--- config.mk ---
export PLATFORM = sky130hd
export DESIGN_NAME = cwatch_window
export DESIGN_NICKNAME = d
export VERILOG_FILES = /design/src/rtl/cwatch_window.sv
export SDC_FILE = /design/constraint.sdc
export NUM_CORES = 1
export LEC_CHECK = 0
export BUFFER_PORTS_ARGS = -buffer_cell sky130_fd_sc_hd__buf_2
export CELL_PAD_IN_SITES_DETAIL_PLACEMENT = 0
export CELL_PAD_IN_SITES_GLOBAL_PLACEMENT = 1
export CORE_AREA = 2 2 259 261
export CTS_BUF_LIST = sky130_fd_sc_hd__clkbuf_8
export DETAILED_ROUTE_END_ITERATION = 10
export DIE_AREA = 0 0 261 263
export PLACE_DENSITY_LB_ADDON = 0.1
export SLEW_MARGIN = 20
export SYNTH_ARGS = -nofsm -noshare
export SYNTH_HDL_FRONTEND = slang
export SYNTH_SLANG_ARGS = --single-unit
--- constraint.sdc ---
create_clock -name clk -period 3.6 [get_ports clk]
set_clock_uncertainty 0.15 [all_clocks]
set_input_delay 0.72 -clock clk [delete_from_list [all_inputs] [get_ports clk]]
set_output_delay 0.72 -clock clk [all_outputs]
set_load 0.02 [all_outputs]
--- src/rtl/cwatch_window.sv ---
module cwatch_window #(
  parameter int NWORDS    = 4,
  parameter int BLK_W     = 4,
  parameter int OFF_W     = 16,
  parameter int AW        = 4,
  parameter int DATA_BASE = 8
) (
  input  logic                 clk,
  input  logic                 rst_n,
  input  logic [AW-1:0]        reg_addr,
  input  logic                 reg_rd,
  input  logic                 reg_wr,
  input  logic [63:0]          reg_wdata,
  output logic [63:0]          reg_rdata,
  output logic                 reg_ready,
  output logic                 tbl_valid,
  output logic                 tbl_we,
  output logic [BLK_W-1:0]     tbl_blk,
  output logic [OFF_W-1:0]     tbl_idx,
  output logic [64*NWORDS-1:0] tbl_wdata,
  input  logic                 tbl_ready,
  input  logic [64*NWORDS-1:0] tbl_rdata,
  input  logic                 tbl_err,
  output logic                 err_pulse
);
  localparam logic [AW-1:0] A_SEL   = AW'(0);
  localparam logic [AW-1:0] A_STAT  = AW'(1);
  localparam logic [AW-1:0] A_SMASK = AW'(2);
  localparam logic [AW-1:0] A_STRIG = AW'(3);
  localparam logic [AW-1:0] A_D0    = AW'(DATA_BASE);
  localparam int            DW      = (NWORDS > 1) ? $clog2(NWORDS) : 1;

  typedef enum logic [1:0] {S_IDLE, S_BUSY, S_DONE} state_t;

  state_t      st;
  logic        we_q;
  logic        err_sticky;
  logic [63:0] sel_q;
  logic [63:0] data_q [NWORDS];

  function automatic logic [63:0] bswap(input logic [63:0] x);
    for (int b = 0; b < 8; b++) bswap[8*b +: 8] = x[8*(7-b) +: 8];
  endfunction

  logic          access, is_d0, is_data, done_hs;
  logic [AW-1:0] doff;
  logic [DW-1:0] dsel;

  assign access  = reg_rd | reg_wr;
  assign is_d0   = reg_addr == A_D0;
  assign doff    = reg_addr - A_D0;
  assign is_data = (reg_addr >= A_D0) && (int'(doff) < NWORDS);
  assign dsel    = DW'(doff);
  assign done_hs = tbl_valid & tbl_ready;

  assign reg_ready = (st == S_DONE) || !(access && is_d0);
  assign tbl_valid = st == S_BUSY;
  assign tbl_we    = we_q;
  assign tbl_blk   = sel_q[32 +: BLK_W];
  assign tbl_idx   = sel_q[0 +: OFF_W];

  for (genvar i = 0; i < NWORDS; i++) begin : g_wd
    assign tbl_wdata[64*i +: 64] = bswap(data_q[i]);
  end

  always_comb begin
    reg_rdata = '0;
    if (reg_addr == A_SEL)       reg_rdata = sel_q & ~(64'h3 << 62);
    else if (reg_addr == A_STAT) reg_rdata = {63'd0, err_sticky};
    else if (is_data)            reg_rdata = data_q[dsel];
  end

  always_ff @(posedge clk or negedge rst_n) begin
    if (!rst_n) begin
      st         <= S_IDLE;
      we_q       <= 1'b0;
      err_sticky <= 1'b0;
      err_pulse  <= 1'b0;
      sel_q      <= '0;
      for (int i = 0; i < NWORDS; i++) data_q[i] <= '0;
    end else begin
      err_pulse <= 1'b0;
      case (st)
        S_IDLE: if (access) begin
          if (reg_wr) begin
            if (reg_addr == A_SEL) sel_q <= reg_wdata & ~(64'h1 << 63);
            if (reg_addr == A_STAT && reg_wdata[0]) err_sticky <= 1'b0;
            if (is_data) data_q[dsel] <= reg_wdata;
          end
          if (is_d0) begin
            st   <= S_BUSY;
            we_q <= reg_wr;
          end
        end
        S_BUSY: if (done_hs) begin
          st <= S_DONE;
          if (!we_q) begin
            for (int i = 0; i < NWORDS; i++)
              data_q[i] <= tbl_err ? 64'd0 : bswap(tbl_rdata[64*i +: 64]);
            if (tbl_err) begin
              err_sticky <= 1'b1;
              err_pulse  <= 1'b1;
            end
          end
        end
        default: st <= S_IDLE;
      endcase
    end
  end


  req_hold_chk: assert property (@(posedge clk) disable iff (!rst_n)
    tbl_valid && !tbl_ready |=> tbl_valid && $stable(tbl_we) && $stable(tbl_idx) && $stable(tbl_blk));


  stall_chk: assert property (@(posedge clk) disable iff (!rst_n)
    tbl_valid |-> !reg_ready);


  err_src_chk: assert property (@(posedge clk) disable iff (!rst_n)
    err_pulse |-> $past(tbl_valid && tbl_ready && !tbl_we && tbl_err));


  sticky_rise_chk: assert property (@(posedge clk) disable iff (!rst_n)
    $rose(err_sticky) |-> err_pulse);


  no_xfer_chk: assert property (@(posedge clk) disable iff (!rst_n)
    st == S_IDLE && access && !is_d0 |=> !tbl_valid);


  pulse_once_chk: assert property (@(posedge clk) disable iff (!rst_n)
    err_pulse |=> !err_pulse);
endmodule

==> summary.txt <==
#FFs+latches synth - 323
worst min path class - input pin to flop
Final period util - 88.4%
number of global-route vias before repair - 15930
top cells by area, synth - dfrtp_1, mux2_2, a32o_1
First DRT Iteration DRCs - 1069
CTS H-tree depth - 3
gp weighted congestion - 0.826
initial antenna violation count - 36
post-CTS resize count - 0
area added between synthesis and finish - 33.9%
Remaining DRCs - 0
Max IR drop VDD - 0.000265 V
Syn Inst Count - 1237
post-synth top area share - 46.7%
layout cells sized above 1 - 62.3%
leakage power - 11.4 nW
Synth warnings - 0
CTS tree - built
Max Transition Viols Final - 0
# IOs - 674
Rel. slew slack - 40.1%
Seq/Total Area, Yosys - 46.7%
max cap viols - 0
largest net degree at the start of global routing - 111
gr ovfl total - 0
RSZ-0062 raised after global routing - false
DR WL/cell - 29.5 um
CTS clk-pin slew, worst paths - 0.06 ns
filler cell count - 6639
Layout Nets - 2192
Fin Setup TNS - 0 ns
Num CTS Buffers - 67
vias per cell - 5.41
Detail Route Antenna Nets - 0
worst-margin pin slew - 0.898 ns
CTS sink cnt - 323
row count - 94
core region area - 0.0656 mm^2
post-synth cell types - 38
later-pin clock latency in the skew report - 0.64 ns
post-route minimum period - 3.18 ns
Via Count - 15130
critical path class - input pin to primary output
die area - 0.0686 mm^2
setup violators final - 0
Critical Path RT - 2.73 ns
Syn Nets - 1567
clock tree root driver cell - clkbuf_8
PD cells - 541 mW/mm^2
drt pass-1 iters - 5
Max clock buf depth - 3
postcts setup bufs - 0
Worst Setup End Kind - primary output
Die H - 263 um
result of the run - completed
most frequent cells in the layout - buf_2, dfrtp_1, mux2_2
Global Route Usage Sum - 23.4%
Die Wd - 261 um
Critical Path AT - 2.31 ns
initial core utilization - 26.4%
Hold Fails Final Rpt - 0
Synth area leader - dfrtp_1
FMAX - 0.314 GHz
routed wire length - 82.6 mm
DP HPWL - 56.2 mm
most common cell after layout, fill and taps aside - buf_2
global-route wire length before repair - 118 mm
Mean Syn Cell Area - 14.0 um^2
Worst Setup Start Kind - input pin
PortBufs - 673
total power draw - 12.5 mW
CP Max Fanout - 31
Cell Area, Synth - 0.0173 mm^2
[synthesized netlist by cell type]
master     count
dfrtp_1      323
mux2_2       290
a32o_1       255
clkbuf_1      95
mux4_2        63
a22o_1        61
buf_4         34
mux2_1        30
buf_2         27
buf_1          7
inv_1          6
clkbuf_4       5
nand2_1        5
nor2_1         4
and2_1         3
nor2b_1        3
a31o_2         2
nand2b_1       2
nor3b_1        2
or3_1          2
a211o_1        1
a21oi_1        1
a221oi_1       1
a31o_1         1
a31oi_2        1
a32oi_1        1
and4bb_1       1
clkbuf_2       1
mux2i_1        1
nand3_1        1
nand3b_1       1
nor3b_2        1
nor4_4         1
o2111ai_1      1
o21ai_0        1
o311ai_0       1
o41ai_1        1
or4b_2         1
[cell type report]
class | count | area (um^2) | share of cell area, %
Antenna cell | 26 | 65.1 | 0.280
Clock buffer | 90 | 1240 | 5.34
Clock inverter | 24 | 114 | 0.491
Inverter | 6 | 22.5 | 0.0971
Multi-Input combinational cell | 739 | 8490 | 36.6
Sequential cell | 323 | 8080 | 34.8
Tap cell | 864 | 1080 | 4.66
Timing Repair Buffer | 725 | 4110 | 17.7
[cells by family after synthesis]
| kind of cell | share of synthesized area [%] |
|---|---|
| flops | 46.7 |
| simple gates | 1.04 |
| buf+inv | 4.84 |
| mux | 29.1 |
| compound gates | 18.4 |
[final timing paths]
kind	start	end	slack (ns)	cells past startpoint
min	tbl_ready	st[1]$_DFFE_PN0P_	0.18	3
min in group asynchronous	rst_n	tbl_wdata[127]$_DFFE_PN0P_	0.52	2
max	reg_addr[1]	reg_rdata[13]	0.42	5
min reg2reg	sel_q[48]$_DFFE_PN0P_	sel_q[48]$_DFFE_PN0P_	0.35	1
max reg2reg	st[0]$_DFFE_PN0P_	tbl_wdata[127]$_DFFE_PN0P_	1.11	4
max in group asynchronous	rst_n	tbl_wdata[214]$_DFFE_PN0P_	1.94	3
[registers in the layout, indices dropped and copies added, names as in the netlist]
name	count
tbl_wdata	256
err_sticky	1
err_pulse	1
tbl_we	1
sel_q	62
st	2
[power breakdown]
group | internal [mW] | total, mW | switching (mW)
sequential | 4.34 | 5.06 | 0.717
combinational | 1.54 | 3.50 | 1.96
clock | 2.22 | 3.98 | 1.76
total | 8.10 | 12.5 | 4.44
[routing by layer]
layer	share of wire (%)	global-route usage [%]	up-vias
met5	0.17	0	-
met4	2.9	8.34	22
met1	41	28.7	7969
met2	50	39.7	619
met3	6.4	5.78	150
li1	-	-	6370
[worst max-delay path, cell delays in order]
cell and delay (ns):
buf_4 0.42, buf_12 0.30, mux4_2 0.39, a22o_1 0.20
buf_2 0.16
[stage by stage]
stage               hold slack (ns)  utilization, %  area [um^2]  instances  setup WS (ns)
finish                        0.181            35.3        23200       2797          0.419
global route                  0.125            35.3        23200       2791          0.326
CTS                           0.114            35.2        23100       2771          0.394
detailed placement            0.335            33.2        21800       2656          0.410
global placement              0.332            33.2        21800       2656          0.425
floorplan                     0.274               -        17300       1237          0.411
[repair_timing]
| action | 4_1_cts | 5_1_grt |
|---|---|---|
| endpoints found under the setup margin | 0 | 0 |
| hold endpoints to repair | 65 | 0 |
| hold buffers | 1 | 0 |
(Power assumes the default switching activity.)
